`src/rtl/scl_gen_pkg.sv`:
```
package scl_gen_pkg;

  typedef enum logic [1:0] {
    PH_IDLE = 2'd0,
    PH_LOW  = 2'd1,
    PH_WAIT = 2'd2,
    PH_HIGH = 2'd3
  } scl_phase_e;

  localparam int unsigned MIN_PHASE = 2;

endpackage

```
`src/rtl/scl_period_timer.sv`:
```
module scl_period_timer #(
  parameter int unsigned CW = 8
) (
  input  logic          clk,
  input  logic          rst_n,
  input  logic          load,
  input  logic [CW-1:0] load_val,
  input  logic          tick,
  output logic          last
);
  import scl_gen_pkg::*;

  localparam logic [CW-1:0] FLOOR = CW'(MIN_PHASE);

  logic [CW-1:0] cnt_q;
  logic [CW-1:0] start_val;

  // counts below the floor are raised to it
  assign start_val = (load_val < FLOOR) ? FLOOR : load_val;

  always_ff @(posedge clk or negedge rst_n) begin
    if (!rst_n) begin
      cnt_q <= '0;
    end else if (load) begin
      cnt_q <= start_val;
    end else if (tick && (cnt_q != '0)) begin
      cnt_q <= cnt_q - 1'b1;
    end
  end

  assign last = (cnt_q <= CW'(1));

endmodule

```
`src/rtl/scl_phase_fsm.sv`:
```
module scl_phase_fsm (
  input  logic                     clk,
  input  logic                     rst_n,
  input  logic                     en,
  input  logic                     line_hi,
  input  logic                     tmr_last,
  output scl_gen_pkg::scl_phase_e  phase,
  output logic                     load_low,
  output logic                     load_high,
  output logic                     tick,
  output logic                     rise_q,
  output logic                     fall_q
);
  import scl_gen_pkg::*;

  scl_phase_e ph_q, ph_d;
  logic       rise_d, fall_d;

  always_comb begin
    ph_d      = ph_q;
    load_low  = 1'b0;
    load_high = 1'b0;
    tick      = 1'b0;
    rise_d    = 1'b0;
    fall_d    = 1'b0;
    if (!en) begin
      ph_d = PH_IDLE;
    end else begin
      unique case (ph_q)
        PH_IDLE: begin
          ph_d     = PH_LOW;
          load_low = 1'b1;
        end
        PH_LOW: begin
          if (tmr_last) ph_d = PH_WAIT;
          else          tick = 1'b1;
        end
        PH_WAIT: begin
          if (line_hi) begin
            ph_d      = PH_HIGH;
            load_high = 1'b1;
            rise_d    = 1'b1;
          end
        end
        PH_HIGH: begin
          // another device pulling low, or our own high time used up
          if (!line_hi || tmr_last) begin
            ph_d     = PH_LOW;
            load_low = 1'b1;
            fall_d   = 1'b1;
          end else begin
            tick = 1'b1;
          end
        end
        default: ph_d = PH_IDLE;
      endcase
    end
  end

  always_ff @(posedge clk or negedge rst_n) begin
    if (!rst_n) begin
      ph_q   <= PH_IDLE;
      rise_q <= 1'b0;
      fall_q <= 1'b0;
    end else begin
      ph_q   <= ph_d;
      rise_q <= rise_d;
      fall_q <= fall_d;
    end
  end

  assign phase = ph_q;

endmodule

```
`src/rtl/scl_sync_gen.sv`:
```
module scl_sync_gen #(
  parameter int unsigned CW = 8
) (
  input  logic          clk,
  input  logic          rst_n,
  input  logic          en,
  input  logic [CW-1:0] low_cnt,
  input  logic [CW-1:0] high_cnt,
  input  logic          scl_line,
  output logic          scl_pull,
  output logic          scl_wait,
  output logic          rise_stb,
  output logic          fall_stb
);
  import scl_gen_pkg::*;

  scl_phase_e    phase;
  logic          load_low, load_high, tick, tmr_last;
  logic [CW-1:0] load_val;

  assign load_val = load_high ? high_cnt : low_cnt;

  scl_period_timer #(.CW(CW)) u_timer (
    .clk      (clk),
    .rst_n    (rst_n),
    .load     (load_low | load_high),
    .load_val (load_val),
    .tick     (tick),
    .last     (tmr_last)
  );

  scl_phase_fsm u_fsm (
    .clk       (clk),
    .rst_n     (rst_n),
    .en        (en),
    .line_hi   (scl_line),
    .tmr_last  (tmr_last),
    .phase     (phase),
    .load_low  (load_low),
    .load_high (load_high),
    .tick      (tick),
    .rise_q    (rise_stb),
    .fall_q    (fall_stb)
  );

  assign scl_pull = (phase == PH_LOW);
  assign scl_wait = (phase == PH_WAIT) && !scl_line;

endmodule

```
`config.mk`:
```
export PLATFORM = sky130hd
export DESIGN_NAME = scl_sync_gen
export DESIGN_NICKNAME = d
export VERILOG_FILES = /design/src/rtl/scl_gen_pkg.sv /design/src/rtl/scl_period_timer.sv /design/src/rtl/scl_phase_fsm.sv /design/src/rtl/scl_sync_gen.sv
export SDC_FILE = /design/constraint.sdc
export NUM_CORES = 1
export LEC_CHECK = 0
export ABC_AREA = 1
export CORE_UTILIZATION = 45
export DETAILED_ROUTE_END_ITERATION = 8
export PLACE_DENSITY_LB_ADDON = 0.2
export SYNTH_ARGS = -nofsm -noshare
export SYNTH_HDL_FRONTEND = slang
export SYNTH_SLANG_ARGS = --single-unit
```
`constraint.sdc`:
```
create_clock -name clk -period 1.47 [get_ports clk]
set_input_delay 0.294 -clock clk [delete_from_list [all_inputs] [get_ports clk]]
set_output_delay 0.294 -clock clk [all_outputs]
set_load 0.1 [all_outputs]
```
==> impl_metrics.env <==
export IMPL_run_status="finished, violations left"
export IMPL_violations="setup timing"
export IMPL_path_cells="buf_4 > buf_4 > ha_4 > a21oi_4 > inv_2 > nand3_4 > or2_1 > nand3_1 > nand2_1 > nand2_1"
export IMPL_antenna_found_initial=0
export IMPL_synth_xor_area_share_pct=2.49
export IMPL_dieArea_um2=2550
export IMPL_drt_iter0_markers=76
export IMPL_synth_top_family_by_area="simple AND/OR/NAND/NOR gates"
export IMPL_min_period_ps=1770
export IMPL_ys_warn_count=0
export IMPL_final_cell_mix="nand2_1 (35), buf_4 (29), inv_1 (18), clkdlybuf4s50_1 (18), dfrtp_1 (11)"
export IMPL_finClkSkew_ps=16.4
export IMPL_gr_total_overflow=0
export IMPL_nNetsFinal=244
export IMPL_critPathCaptureType="register"
export IMPL_placed_area_um2=1620
export IMPL_syn_inst=154
export IMPL_min_path_type="input pin to async pin"
export IMPL_cts_tree="built"
export IMPL_synth_edf_count=0
export IMPL_syn_area_per_cell_um2=6.87
export IMPL_power_frac_seq_pct=18.0
export IMPL_rsz0062_at_grt="yes"
export IMPL_reg2reg_setup_slack_ps=-300
export IMPL_p_sw_share_pct=49.0
export IMPL_holdWs_ps=300
export IMPL_grt_pass1_vias=1274
export IMPL_muxShareOfSynthArea_pct=0
export IMPL_setup_slack_ps=-301
export IMPL_core_um2=2210
export IMPL_finalSetupViolations=12
export IMPL_synth_compound_area_share_pct=12.4
export IMPL_grt_use_total_pct=29.0
export IMPL_drv_cap=0
export IMPL_wl_per_cell_um=15.6
export IMPL_syn_num_nets=180
export IMPL_fp_dieW_um=50.5
export IMPL_grt_pass1_wl_mm=5.49
export IMPL_area_delta_synth_final_pct=83.4
export IMPL_ys_ff_latch=12
export IMPL_grt_max_degree=13
export IMPL_dr_pass1_iters=4
export IMPL_internal_power_mw=1.64
export IMPL_synth_yosys_seq_area_share_pct=28.4
export IMPL_row_count=17
export IMPL_fillerInstances=104
export IMPL_tns_ps=-2300
export IMPL_async_flop_share_pct=100
export IMPL_synth_cell_types=27
export IMPL_cts_root_buf="clkbuf_4"
export IMPL_diodes=0
export IMPL_via_per_inst=5.53
export IMPL_io_buffers=23
export IMPL_fin_crit_sh_pct=120
export IMPL_critPathTopFamily="simple AND/OR/NAND/NOR gates"
export IMPL_initial_core_util_pct=47.8
export IMPL_cp_data_required_time_ps=1630
export IMPL_cts_hold_buf=0
export IMPL_slew_limit_headroom_pct=74.0
export IMPL_crit_type="register to register"
export IMPL_numCtsBuffers=3
export IMPL_drive_above_1_share_pct=44.2
export IMPL_p_leak_nw=0.963
export IMPL_powerDensity_nw_per_um2=1660
export IMPL_dpl_hpwl_mm=2.27
export IMPL_ios=24
export IMPL_start_kind="register"
export IMPL_vdd_drop_max_mv=1.20
export IMPL_drc=0
export IMPL_drv_slew=0
export IMPL_pwr_share_comb_pct=73.4
export IMPL_htree_num_levels=1
export IMPL_cpMaxStageDelayCell="dfrtp_1"
export IMPL_layout_commonest_cell="nand2_1"
export IMPL_clk_insertion_delay_late_ps=280
export IMPL_pwr_share_clk_pct=8.6
export IMPL_clk_path_buf_depth=2
export IMPL_p_total_mw=3.22
export IMPL_final_area_um2=1940
export IMPL_netlist_area_um2=1060
export IMPL_path_max_fanout=5
export IMPL_detail_route_antenna_nets=0
export IMPL_cts_sinks=12
export IMPL_wirelength_mm=3.83
export IMPL_vias=1356
export IMPL_tightest_slew_ps=387
export IMPL_cp_data_arrival_time_ps=1930
export IMPL_final_hold_viol_count=0
export IMPL_place_congestion=0.805
export IMPL_critPathBufInv=3
export IMPL_clock_fmax_mhz=565
export IMPL_path_clk_slew_ps=100
export IMPL_synth_simple_area_share_pct=36.8
export IMPL_synth_main_ff_cell="dfrtp_1"
export IMPL_max_stage_delay_ps=420
export IMPL_die_h_um=50.5
export IMPL_synthAdderAreaFrac_pct=7.10
export IMPL_switchingPower_mw=1.58
cell families (layout without fill, tap and decap cells):
group | Yosys count | after routing
xor+xnor | 3 | 3
buf+inv | 30 | 92
flops | 12 | 12
fa+ha+maj | 6 | 6
compound gates | 23 | 23
simple gates | 80 | 81
power groups by stage:
stage                     Clock (mW)  Combinational, mW  Sequential (mW)
after floorplan                    0               1.13            0.623
after global placement             0               1.76            0.564
after detailed placement           0               1.81            0.572
after CTS                      0.271               2.02            0.565
after global routing           0.298               2.51            0.592
final                          0.278               2.36            0.580
cells in the mapped netlist (2+ instances only):
cell type	number	area [um2]
inv_2	2	7.51
inv_1	25	93.8
nor2_2	3	18.8
nand2_4	3	33.8
dfrtp_1	12	300
xor2_1	2	17.5
nand3_1	11	55.1
a21oi_1	3	15.0
o21ai_0	9	45.0
nand3_2	2	20.0
buf_6	3	33.8
ha_1	6	75.1
nor2_1	13	48.8
o21ai_1	5	25.0
nand2_2	3	18.8
nand2_1	39	146
a21boi_1	2	15.0
nand4_1	2	12.5
sequential cells by signal, indices dropped and copies added (netlist names):
register / flops
u_fsm.fall_q: 1
u_fsm.phase: 2
u_fsm.rise_q: 1
u_timer.cnt_q: 8
layer usage:
layer	share of wire, %	global-route usage (%)
met5	0	0
met1	36	35.3
met3	7.7	2.12
met4	4.5	11.6
met2	52	52.4
final timing paths:
kind / startpoint / to / cells past startpoint
setup / recovery: u_fsm.phase[0] / u_timer.cnt_q[1] / 10
hold / removal: rst_n / u_timer.cnt_q[5] / 2
setup reg to reg: u_fsm.phase[0] / u_timer.cnt_q[1] / 10
hold reg to reg: u_timer.cnt_q[5] / u_timer.cnt_q[5] / 4
max in group asynchronous: rst_n / u_timer.cnt_q[1] / 2
min in group clk: u_timer.cnt_q[5] / u_timer.cnt_q[5] / 4
through the flow:
step,std cells,utilization [%],worst slack [ps]
floorplan,154,-,-83.4
global placement,230,73.4,-371
detailed placement,230,73.4,-408
CTS,241,80.5,-180
global route,245,87.7,-409
finish,245,87.7,-301
cell type report:
type	count	area [um2]	area share (%)
inverters	27	104	5.35
repair buffers	61	611	31.5
clock buffers	4	36.3	1.87
flip-flops and latches	12	302	15.5
well taps	28	35.0	1.81
multi-input cells	113	852	43.9
what timing repair did:
item	CTS	global route
pin swaps	5	10
endpoints found under the setup margin	10	12
buffers inserted	6	4
cloned	1	1
gates resized for setup	20	26
(Power assumes the default switching activity.)
